--- config.mk ---
export PLATFORM = sky130hd
export DESIGN_NAME = chan_irq_ctrl
export DESIGN_NICKNAME = d
export VERILOG_FILES = /design/src/rtl/chan_irq_pkg.sv /design/src/rtl/irq_enable_reg.sv /design/src/rtl/irq_status_reg.sv /design/src/rtl/irq_req_gen.sv /design/src/rtl/chan_irq_ctrl.sv
export SDC_FILE = /design/constraint.sdc
export NUM_CORES = 1
export LEC_CHECK = 0
export BUFFER_PORTS_ARGS = -buffer_cell sky130_fd_sc_hd__buf_2
export CORE_AREA = 4 4 65 67
export DETAILED_ROUTE_END_ITERATION = 12
export DIE_AREA = 0 0 69 71
export GPL_ROUTABILITY_DRIVEN = 0
export PLACE_DENSITY = 0.76
export SLEW_MARGIN = 20
export SYNTH_ARGS = -nofsm -noshare
export SYNTH_HDL_FRONTEND = slang
export SYNTH_SLANG_ARGS = --single-unit
--- constraint.sdc ---
create_clock -name clk_i -period 1.1 [get_ports clk_i]
set_input_delay 0 -clock clk_i [delete_from_list [all_inputs] [get_ports clk_i]]
set_output_delay 0 -clock clk_i [all_outputs]
set_load 0.1 [all_outputs]
--- src/rtl/chan_irq_pkg.sv ---
package chan_irq_pkg;
  typedef enum logic {
    SEL_ENABLE = 1'b0,
    SEL_STATUS = 1'b1
  } reg_sel_e;
endpackage

--- src/rtl/irq_enable_reg.sv ---
module irq_enable_reg #(
  parameter int NUM_CHAN = 16
) (
  input  logic                clk_i,
  input  logic                rst_ni,
  input  logic                we_i,
  input  logic [NUM_CHAN-1:0] wdata_i,
  output logic [NUM_CHAN-1:0] en_o
);
  logic [NUM_CHAN-1:0] en_q;

  always_ff @(posedge clk_i or negedge rst_ni) begin
    if (!rst_ni)   en_q <= '0;
    else if (we_i) en_q <= wdata_i;
  end

  assign en_o = en_q;

  AST_EN_HOLD: assert property (@(posedge clk_i) disable iff (!rst_ni)
    !we_i |=> $stable(en_q));
endmodule

--- src/rtl/irq_status_reg.sv ---
module irq_status_reg #(
  parameter  int NUM_CHAN = 16,
  localparam int CHAN_W   = $clog2(NUM_CHAN)
) (
  input  logic                clk_i,
  input  logic                rst_ni,
  input  logic                clr_we_i,
  input  logic [NUM_CHAN-1:0] clr_mask_i,  // 0 = clear, 1 = keep
  input  logic                evt_valid_i,
  input  logic [CHAN_W-1:0]   evt_chan_i,
  output logic [NUM_CHAN-1:0] status_o
);
  logic [NUM_CHAN-1:0] status_q;
  logic [NUM_CHAN-1:0] set_vec;
  logic [NUM_CHAN-1:0] keep_vec;

  // per-bit update: set dominates clear
  for (genvar i = 0; i < NUM_CHAN; i++) begin : g_bit
    assign set_vec[i]  = evt_valid_i && (evt_chan_i == CHAN_W'(i));
    assign keep_vec[i] = !clr_we_i || clr_mask_i[i];

    always_ff @(posedge clk_i or negedge rst_ni) begin
      if (!rst_ni) status_q[i] <= 1'b0;
      else         status_q[i] <= set_vec[i] | (status_q[i] & keep_vec[i]);
    end

    AST_EVT_SETS: assert property (@(posedge clk_i) disable iff (!rst_ni)
      (evt_valid_i && evt_chan_i == CHAN_W'(i)) |=> status_q[i]);
  end

  assign status_o = status_q;

  AST_NO_SPURIOUS_SET: assert property (@(posedge clk_i) disable iff (!rst_ni)
    !evt_valid_i |=> (status_q & ~$past(status_q)) == '0);
  AST_ONES_KEEP: assert property (@(posedge clk_i) disable iff (!rst_ni)
    (!evt_valid_i && (!clr_we_i || &clr_mask_i)) |=> $stable(status_q));
endmodule

--- src/rtl/irq_req_gen.sv ---
module irq_req_gen #(
  parameter int NUM_CHAN = 16
) (
  input  logic                clk_i,
  input  logic                rst_ni,
  input  logic [NUM_CHAN-1:0] status_i,
  input  logic [NUM_CHAN-1:0] en_i,
  output logic                irq_o
);
  logic irq_q;

  always_ff @(posedge clk_i or negedge rst_ni) begin
    if (!rst_ni) irq_q <= 1'b0;
    else         irq_q <= |(status_i & en_i);
  end

  assign irq_o = irq_q;
endmodule

--- src/rtl/chan_irq_ctrl.sv ---
module chan_irq_ctrl #(
  parameter  int NUM_CHAN = 16,
  localparam int CHAN_W   = $clog2(NUM_CHAN)
) (
  input  logic                clk_i,
  input  logic                rst_ni,
  input  logic                wr_en_i,
  input  logic                wr_sel_i,
  input  logic [NUM_CHAN-1:0] wr_data_i,
  input  logic                rd_sel_i,
  output logic [NUM_CHAN-1:0] rd_data_o,
  input  logic                evt_valid_i,
  input  logic [CHAN_W-1:0]   evt_chan_i,
  output logic                irq_o
);
  import chan_irq_pkg::*;

  reg_sel_e            wsel, rsel;
  logic [NUM_CHAN-1:0] en_w, status_w;
  logic                we_en, we_st;

  assign wsel  = reg_sel_e'(wr_sel_i);
  assign rsel  = reg_sel_e'(rd_sel_i);
  assign we_en = wr_en_i && (wsel == SEL_ENABLE);
  assign we_st = wr_en_i && (wsel == SEL_STATUS);

  irq_enable_reg #(.NUM_CHAN(NUM_CHAN)) u_en (
    .clk_i  (clk_i),
    .rst_ni (rst_ni),
    .we_i   (we_en),
    .wdata_i(wr_data_i),
    .en_o   (en_w)
  );

  irq_status_reg #(.NUM_CHAN(NUM_CHAN)) u_st (
    .clk_i      (clk_i),
    .rst_ni     (rst_ni),
    .clr_we_i   (we_st),
    .clr_mask_i (wr_data_i),
    .evt_valid_i(evt_valid_i),
    .evt_chan_i (evt_chan_i),
    .status_o   (status_w)
  );

  irq_req_gen #(.NUM_CHAN(NUM_CHAN)) u_req (
    .clk_i   (clk_i),
    .rst_ni  (rst_ni),
    .status_i(status_w),
    .en_i    (en_w),
    .irq_o   (irq_o)
  );

  assign rd_data_o = (rsel == SEL_STATUS) ? status_w : en_w;

  AST_IRQ_MASKED: assert property (@(posedge clk_i) disable iff (!rst_ni)
    ((status_w & en_w) == '0) |=> !irq_o);
  AST_IRQ_RAISED: assert property (@(posedge clk_i) disable iff (!rst_ni)
    ((status_w & en_w) != '0) |=> irq_o);
  AST_EN_WR_LOADS: assert property (@(posedge clk_i) disable iff (!rst_ni)
    we_en |=> en_w == $past(wr_data_i));
  AST_ST_IGNORES_EN_WR: assert property (@(posedge clk_i) disable iff (!rst_ni)
    (we_en && !evt_valid_i) |=> $stable(status_w));
endmodule

==> flow_summary.json, run 1 <==
{
  "status": "complete, but fails checks",
  "violations": "negative setup slack",
  "synth_xor_xnor_area_share_pct": 0,
  "netlist_area_sq_um": 1580,
  "initial_core_util_pct": 43.4,
  "insertion_delay_ns": 0.29,
  "track_usage_pct": 21.6,
  "synth_compound_area_share_pct": 14.6,
  "register_area_sq_um": 826,
  "cp-start-kind": "register",
  "worstSetupEndpointType": "output pin",
  "drv_slew": 0,
  "crit_path_max_fanout": 2,
  "io_buffers": 42,
  "drt_first_pass_iters": 4,
  "ys_seq_elements": 33,
  "p_seq_share_pct": 32.6,
  "synth_top_family_by_area": "multiplexers",
  "path_clk_slew_ns": 0.07,
  "r2r_slack_ns": -0.10,
  "syn_to_final_growth_pct": 68.9,
  "wire_per_inst_microns": 19.3,
  "ir_drop_mv": 0.778,
  "rr_startpoint": "u_st.status_o[15]$_DFF_PN0_",
  "synth_fa_ha_area_share_pct": 0,
  "antenna_left": 0,
  "route.detailed.drc": 0,
  "viasPerCell": 5.48,
  "yosys.area_share.simple_pct": 4.76,
  "crit_type": "reg2out",
  "num_io_pins": 43,
  "syn_inst": 121,
  "rows": 22,
  "synth_top_cell_by_area": "dfrtp_1",
  "die_w_microns": 69,
  "fin_skew_ns": 0.00633,
  "setup_viol": 17,
  "async_flop_share_pct": 100,
  "yosysSeqAreaShare_pct": 52.4,
  "grt_pass1_wl_microns": 8230,
  "yosysTopAreaCellShare_pct": 52.4,
  "p_int_mw": 2.86,
  "syn_nets": 147,
  "cts_tree": "yes",
  "routed_wl_microns": 5040,
  "synthTopCellsByArea": "dfrtp_1 52%, mux2_2 16%, o21ai_0 10%, mux2_4 9.5%, a221oi_1 2.2%",
  "synth_most_common_cell": "dfrtp_1",
  "h-tree-depth": 2,
  "fillerInstances": 232,
  "clock_tree.buffer_depth": 2,
  "drive_gt1_share_pct": 54.9,
  "coreArea_sq_um": 3630,
  "power_frac_comb_pct": 47.4,
  "numClockSinks": 33,
  "rsz0062_at_grt": "yes",
  "grt_max_degree": 18,
  "synth_edf_count": 0,
  "maxCapViolations": 0,
  "clockRootBuffer": "clkbuf_8",
  "maxClockFrequency_mhz": 786,
  "r2r.worst_path.cells": 4,
  "dieHeight_microns": 71,
  "postPlaceCellArea_sq_um": 1900,
  "drtIter0Drc": 86,
  "yosys_warnings": 0,
  "crit_start": "u_en.en_o[7]$_DFFE_PN0P_",
  "hpwl_microns": 2830,
  "switching_power_mw": 1.80,
  "synth_mux_area_share_pct": 25.2,
  "worstPathArrival_ns": 1.27,
  "die-area_sq_um": 4900,
  "antenna_cells": 0,
  "syn_avg_cell_area_sq_um": 13.0,
  "setup_ws_ns": -0.172,
  "netlist_top_cells_count": "33 x dfrtp_1, 32 x o21ai_0, 22 x mux2_2, 10 x mux2_4",
  "min_path_type": "in2reg",
  "power_frac_clock_pct": 20.0,
  "period_needed_ns": 1.27,
  "timing.rr.end": "u_req.irq_o$_DFF_PN0_",
  "finalHoldViolCount": 0,
  "relSlewSlack_pct": 66.6,
  "critPathCapture": "rd_data_o[7]",
  "grt_pass1_vias": 1578,
  "grt.overflow.total": 0,
  "worst_slew_pin_slew_ns": 0.500,
  "fin_crit_sh_pct": 116,
  "multi_input_area_sq_um": 788,
  "synthFlopType": "dfrtp_1",
  "vias": 1429,
  "final_design_area_no_fill_sq_um": 2660,
  "antenna_found_initial": 0,
  "p_leak_nw": 1.26,
  "cts_buffers": 5,
  "required_ns": 1.10,
  "yosysUniqueCellTypes": 19,
  "fin_setup_tns_ns": -1.19,
  "nNetsFinal": 239,
  "p_per_area_nw_per_um2": 1750,
  "switching_share_pct": 38.7
}
-- layout by cell type (no fill, tap or decap), drive strengths merged --
cell type and count:
or3b 1, dfrtp 33, nand3 1, mux2 32
a221oi 4, o21ai 32, a22o 4, clkbuf 7
buf 73, nor2b 1, nand4 1, nand2b 2
dlygate4sd3 17, nand2 2, or2 1, nand3b 2
-- repair_timing --
| action | 4_1_cts | 5_1_grt |
|---|---|---|
| endpoints found under the setup margin | 17 | 17 |
| hold buffers | 17 | 0 |
| gates resized for setup | 86 | 1 |
| hold endpoints to repair | 57 | 0 |
| pin swaps | 1 | 0 |
| setup buffers | 14 | 9 |
-- worst min path at each step --
stage                  startpoint                           to  depth (start not counted)
floorplan                  rst_ni     u_en.en_o[0]$_DFFE_PN0P_                          0
global placement           rst_ni     u_en.en_o[8]$_DFFE_PN0P_                          1
detailed placement         rst_ni     u_en.en_o[8]$_DFFE_PN0P_                          1
CTS                 evt_chan_i[1]  u_st.status_o[12]$_DFF_PN0_                          3
global route        evt_chan_i[1]   u_st.status_o[8]$_DFF_PN0_                          3
finish              evt_chan_i[1]   u_st.status_o[8]$_DFF_PN0_                          3
-- area by class of cell --
type	count	share of cell area [%]
sequential	33	31.0
timing repair buffer	90	33.9
multi-input combinational	83	29.6
clock buffer	7	3.24
tap	48	2.26
-- registers in the layout (all words and copies together) (netlist names) --
name,flops
u_st.status_o,16
u_req.irq_o,1
u_en.en_o,16
-- power by group through the flow --
stage	clock network (mW)	logic [mW]	registers (mW)
2_1_floorplan	0	1.12	1.58
3_3_place_gp	0	1.45	1.51
3_5_place_dp	0	1.47	1.53
4_1_cts	0.926	2.10	1.51
5_1_grt	0.989	2.28	1.54
6_report	0.933	2.21	1.52
-- per-stage QoR --
| stage | setup WS (ns) | power [mW] | utilization (%) | std cells | hold WS, ns |
|---|---|---|---|---|---|
| CTS | -0.154 | 4.54 | 71.3 | 252 | 0.0727 |
| global placement | -0.0211 | 2.97 | 52.2 | 214 | -0.0610 |
| finish | -0.172 | 4.66 | 73.3 | 261 | 0.0806 |
| detailed placement | -0.0503 | 3.00 | 52.2 | 214 | -0.0508 |
| floorplan | 0.0843 | 2.70 | - | 121 | -0.296 |
| global route | -0.191 | 4.81 | 73.3 | 261 | 0.109 |
-- worst max-delay path: stages (launching register included) --
cell and delay, ns:
dfrtp_1 0.40, buf_6 0.13, mux2_4 0.28, buf_12 0.17
-- cells by family after synthesis --
logic type,count (synthesis)
DFF,33
AOI/OAI and AO/OA,40
and+or+nand+nor,11
buffers and inverters,5
muxes,32
-- metal layers --
metal	GRT usage, %	wire (microns)	vias to the layer above
li1	-	-	638
met4	9.33	108	0
met3	4.97	253	9
met2	38.9	2720	55
met5	0	0	-
met1	24.4	1960	727
No activity file was read; power rests on OpenSTA's default activity.
==> run 2, diff against run 1 <==
Settings changed: HOLD_SLACK_MARGIN set to 0.15.
==> run 2 against run 1 <==
The flow still finishes with violations (negative setup slack). Register-to-register slack barely moved. Worst setup slack improved by 0.018 ns. Combinational power barely moved. Non-clock buffer count rose by 3. Sequential share of layout area fell by 0.43 points.
==> flow_summary.json, run 2 (synthesis gave the netlist of run 1 again) <==
{
  "violations": "negative setup slack",
  "final_common_cell": "dfrtp_1",
  "switching_share_pct": 38.6,
  "initial_core_util_pct": 43.4,
  "maxCapViolations": 0,
  "power_frac_comb_pct": 47.4,
  "grt_pass1_wl_microns": 8380,
  "status": "complete, but fails checks",
  "viasPerCell": 5.58,
  "num_io_pins": 43,
  "place_inst": 214,
  "p_seq_share_pct": 32.8,
  "grt.overflow.total": 0,
  "relSlewSlack_pct": 65.0,
  "power_frac_clock_pct": 19.8,
  "min_path_type": "in2async",
  "drt_first_pass_iters": 4,
  "switching_power_mw": 1.80,
  "required_ns": 1.10,
  "syn_to_final_growth_pct": 71.3,
  "hpwl_microns": 2830,
  "p_per_area_nw_per_um2": 1720,
  "most-common-layout-cells": "33 x dfrtp_1, 28 x o21ai_0, 26 x mux2_4, 26 x buf_2, 23 x buf_4",
  "io_buffers": 42,
  "drtIter0Drc": 118,
  "period_needed_ns": 1.25,
  "fin_setup_tns_ns": -1.18,
  "setup_viol": 17,
  "routed_wl_microns": 5210,
  "wire_per_inst_microns": 19.7,
  "maxClockFrequency_mhz": 797,
  "finalHoldViolCount": 0,
  "cts_buffers": 5,
  "route.detailed.drc": 0,
  "clockRootBuffer": "clkbuf_8",
  "ir_drop_mv": 0.800,
  "final_util_pct": 74.3,
  "p_int_mw": 2.86,
  "drive_gt1_share_pct": 53.7,
  "vias": 1472,
  "whs_ns": 0.180,
  "crit_type": "reg2out",
  "grt_pass1_vias": 1588,
  "drv_slew": 0,
  "insertion_delay_ns": 0.28,
  "antenna_left": 0,
  "die-area_sq_um": 4900,
  "grt_max_degree": 18,
  "dpl_worst_slack_ns": -0.0503,
  "p_leak_nw": 1.27,
  "nNetsFinal": 242,
  "antenna_found_initial": 0,
  "worstSetupEndpointType": "output pin",
  "postPlaceCellArea_sq_um": 1900,
  "post_layout_nonfiller_instances": 264,
  "dieHeight_microns": 71,
  "cts_tree": "yes",
  "multi_input_area_sq_um": 791,
  "path_clk_slew_ns": 0.06,
  "register_area_sq_um": 826,
  "h-tree-depth": 2,
  "worstPathArrival_ns": 1.25,
  "antenna_cells": 0,
  "totalPowerFinal_mw": 4.66,
  "setup_ws_ns": -0.154,
  "die_w_microns": 69,
  "fin_skew_ns": 0.00334,
  "coreArea_sq_um": 3630,
  "numClockSinks": 33,
  "fillerInstances": 219,
  "cp-start-kind": "register",
  "track_usage_pct": 22.0,
  "fin_crit_sh_pct": 114,
  "worst_slew_pin_slew_ns": 0.524,
  "final_design_area_no_fill_sq_um": 2700,
  "crit_path_max_fanout": 2,
  "rows": 22,
  "clock_tree.buffer_depth": 2,
  "rsz0062_at_grt": "yes"
}
-- run 2: critical path, cell delays in order, from the launching register on --
cell and delay [ns]:
dfrtp_1 0.39, buf_6 0.12, mux2_4 0.28, buf_12 0.17
-- run 2: power by group through the flow --
stage | combinational [mW] | sequential [mW] | clock [mW]
5_1_grt | 2.29 | 1.55 | 0.987
6_report | 2.21 | 1.53 | 0.922
3_5_place_dp | 1.47 | 1.53 | 0
3_3_place_gp | 1.45 | 1.51 | 0
2_1_floorplan | 1.12 | 1.58 | 0
4_1_cts | 2.12 | 1.51 | 0.926
-- run 2: cell type report --
cell class | count | area share, %
clock buffers | 7 | 3.20
multi-input cells | 83 | 29.3
flip-flops and latches | 33 | 30.6
well taps | 48 | 2.22
repair buffers | 93 | 34.7
-- run 2: repair_timing --
item                                    CTS  global route
gates resized for setup                  86             6
setup buffers                            14             7
endpoints found under the hold margin    65             0
endpoints found under the setup margin   17            21
hold buffers                             22             0
pin swaps                                 1             0
-- run 2: worst paths after layout --
kind | start | slack [ns] | cells past startpoint | to
worst max-delay path | u_en.en_o[7]$_DFFE_PN0P_ | -0.15 | 3 | rd_data_o[7]
worst min-delay path | rst_ni | 0.18 | 2 | u_en.en_o[8]$_DFFE_PN0P_
worst max register to register | u_en.en_o[7]$_DFFE_PN0P_ | -0.09 | 4 | u_req.irq_o$_DFF_PN0_
worst min register to register | u_en.en_o[14]$_DFFE_PN0P_ | 0.55 | 1 | u_en.en_o[14]$_DFFE_PN0P_
max in group asynchronous | rst_ni | 0.49 | 3 | u_en.en_o[0]$_DFFE_PN0P_
min in group clk_i | wr_sel_i | 0.25 | 4 | u_en.en_o[5]$_DFFE_PN0P_
-- run 2: routing by layer --
metal  GRT usage (%)  up-vias  wire length (microns)
li1                -      644                      -
met1            25.3      733                   2060
met2            40.3       83                   2750
met3            3.69       12                    284
met4            9.11        0                    120
met5               0        -                      0
==> run 3, diff against run 2 <==
Settings changed: PLACE_DENSITY 0.76 to not set, PLACE_DENSITY_LB_ADDON set to 0.2.
==> run 3 against run 2 <==
Critical path type unchanged. Total power shrank 0.68%. Critical endpoint is now rd_data_o[9]. Worst setup slack gained 0.0029 ns. The flow still finishes with violations (negative setup slack). Cell count increased by 0.38%. Critical path depth stayed put. Cell area up 0.56%. Die area unchanged. Clock power shrank 0.7%. Count of clock-buffer cells in the layout did not move.
==> flow_summary.json, run 3 (synthesis gave the netlist of run 1 again) <==
{
  "maxClockFrequency_mhz": 799,
  "coreArea_sq_um": 3630,
  "status": "complete, but fails checks",
  "crit_type": "reg2out",
  "cp-start-kind": "register",
  "drtIter0Drc": 61,
  "nNetsFinal": 243,
  "grt_max_degree": 17,
  "die-area_sq_um": 4900,
  "postPlaceCellArea_sq_um": 1910,
  "totalPowerFinal_mw": 4.63,
  "wire_per_inst_microns": 17.5,
  "numClockSinks": 33,
  "drv_slew": 0,
  "dieHeight_microns": 71,
  "clock_tree.buffer_depth": 2,
  "drt_first_pass_iters": 4,
  "setup_viol": 17,
  "violations": "negative setup slack",
  "fin_crit_sh_pct": 114,
  "cp_slowest_stage_delay_ns": 0.40,
  "worstSetupEndpointType": "output pin",
  "rsz0062_at_grt": "yes",
  "path_clk_slew_ns": 0.07,
  "r2r_slack_ns": -0.02,
  "fin_skew_ns": 0.00629,
  "critPathSlowestCell": "dfrtp_1",
  "antenna_cells": 0,
  "antenna_found_initial": 0,
  "p_leak_nw": 1.28,
  "worstPathArrival_ns": 1.25,
  "setup_ws_ns": -0.151,
  "hpwl_microns": 2820,
  "rr_startpoint": "u_st.status_o[10]$_DFF_PN0_",
  "ir_drop_mv": 1.05,
  "antenna_left": 0,
  "insertion_delay_ns": 0.29,
  "route.detailed.drc": 0,
  "crit_family": "flip-flops",
  "die_w_microns": 69,
  "min_path_type": "in2async",
  "grt_pass1_wl_microns": 7520,
  "track_usage_pct": 19.7,
  "relSlewSlack_pct": 65.3,
  "cts_buffers": 5,
  "whs_ns": 0.146,
  "crit_path_max_fanout": 2,
  "initial_core_util_pct": 43.4,
  "final_common_cell": "dfrtp_1",
  "cts_tree": "yes",
  "syn_to_final_growth_pct": 72.2,
  "path_buf_inv": 2,
  "rows": 22,
  "drive_gt1_share_pct": 53.9,
  "maxCapViolations": 0,
  "grt_pass1_vias": 1552,
  "grt.overflow.total": 0,
  "viasPerCell": 5.25,
  "finalHoldViolCount": 0,
  "period_needed_ns": 1.25,
  "timing.rr.end": "u_req.irq_o$_DFF_PN0_",
  "worst_slew_pin_slew_ns": 0.520,
  "routed_wl_microns": 4650,
  "clockRootBuffer": "clkbuf_8",
  "h-tree-depth": 2,
  "r2r.worst_path.cells": 3,
  "io_buffers": 42,
  "most-common-layout-cells": "33 x dfrtp_1, 30 x o21ai_0, 26 x mux2_4, 26 x buf_2",
  "required_ns": 1.10,
  "final_design_area_no_fill_sq_um": 2720,
  "p_per_area_nw_per_um2": 1700,
  "vias": 1390,
  "crit_chain": "buf_6 > mux2_4 > buf_12",
  "num_io_pins": 43
}
run 3: per-layer routing:
| metal | up-vias | part of all wire (%) | track usage, % |
|---|---|---|---|
| met1 | 679 | 40 | 21.1 |
| met4 | 0 | 3.2 | 11.1 |
| met3 | 15 | 5.8 | 6.11 |
| met2 | 55 | 51 | 34.3 |
| met5 | - | 0 | 0 |
| li1 | 641 | - | - |
run 3: final cells by class:
class	instances	area, sq um
timing repair buffer	94	952
clock buffer	7	86.3
tap	48	60.1
sequential	33	826
multi-input combinational	83	791
fill	247	918
run 3: where the power goes:
group / switching, mW / internal, mW
Clock: 0.420 / 0.496
Combinational: 1.21 / 0.977
Sequential: 0.137 / 1.39
run 3: how the worst max path moves through the flow:
stage | start | endpoint | slack [ns] | cells past startpoint
6_report | u_en.en_o[9]$_DFFE_PN0P_ | rd_data_o[9] | -0.15 | 3
5_1_grt | u_en.en_o[11]$_DFFE_PN0P_ | rd_data_o[11] | -0.17 | 3
4_1_cts | u_en.en_o[9]$_DFFE_PN0P_ | rd_data_o[9] | -0.16 | 3
3_5_place_dp | u_st.status_o[10]$_DFF_PN0_ | u_req.irq_o$_DFF_PN0_ | -0.1 | 3
3_3_place_gp | u_st.status_o[10]$_DFF_PN0_ | u_req.irq_o$_DFF_PN0_ | -0.05 | 3
2_1_floorplan | u_st.status_o[7]$_DFF_PN0_ | u_req.irq_o$_DFF_PN0_ | 0.08 | 3
run 3: worst register-to-register path, stage by stage (launching register included):
cell	delay, ns
dfrtp_1	0.40
a22o_1	0.24
a221oi_2	0.23
nand4_1	0.13
run 3: per-stage QoR:
| step | setup slack [ns] | util, % | TNS (ns) | std cells |
|---|---|---|---|---|
| final | -0.151 | 74.7 | -1.11 | 265 |
| after global routing | -0.171 | 74.7 | -1.57 | 265 |
| after CTS | -0.156 | 72.3 | -1.11 | 254 |
| after detailed placement | -0.0995 | 52.6 | -0.0995 | 216 |
| after global placement | -0.0520 | 52.6 | -0.0520 | 216 |
| after floorplan | 0.0843 | - | 0 | 121 |
run 3: what timing repair did:
| item | 4_1_cts | 5_1_grt |
|---|---|---|
| setup endpoints to repair | 17 | 20 |
| pin swaps | 0 | 1 |
| cloned | 0 | 0 |
| hold buffers | 22 | 0 |
| hold endpoints to repair | 65 | 0 |
| gates resized for setup | 88 | 4 |
| buffers inserted | 9 | 11 |
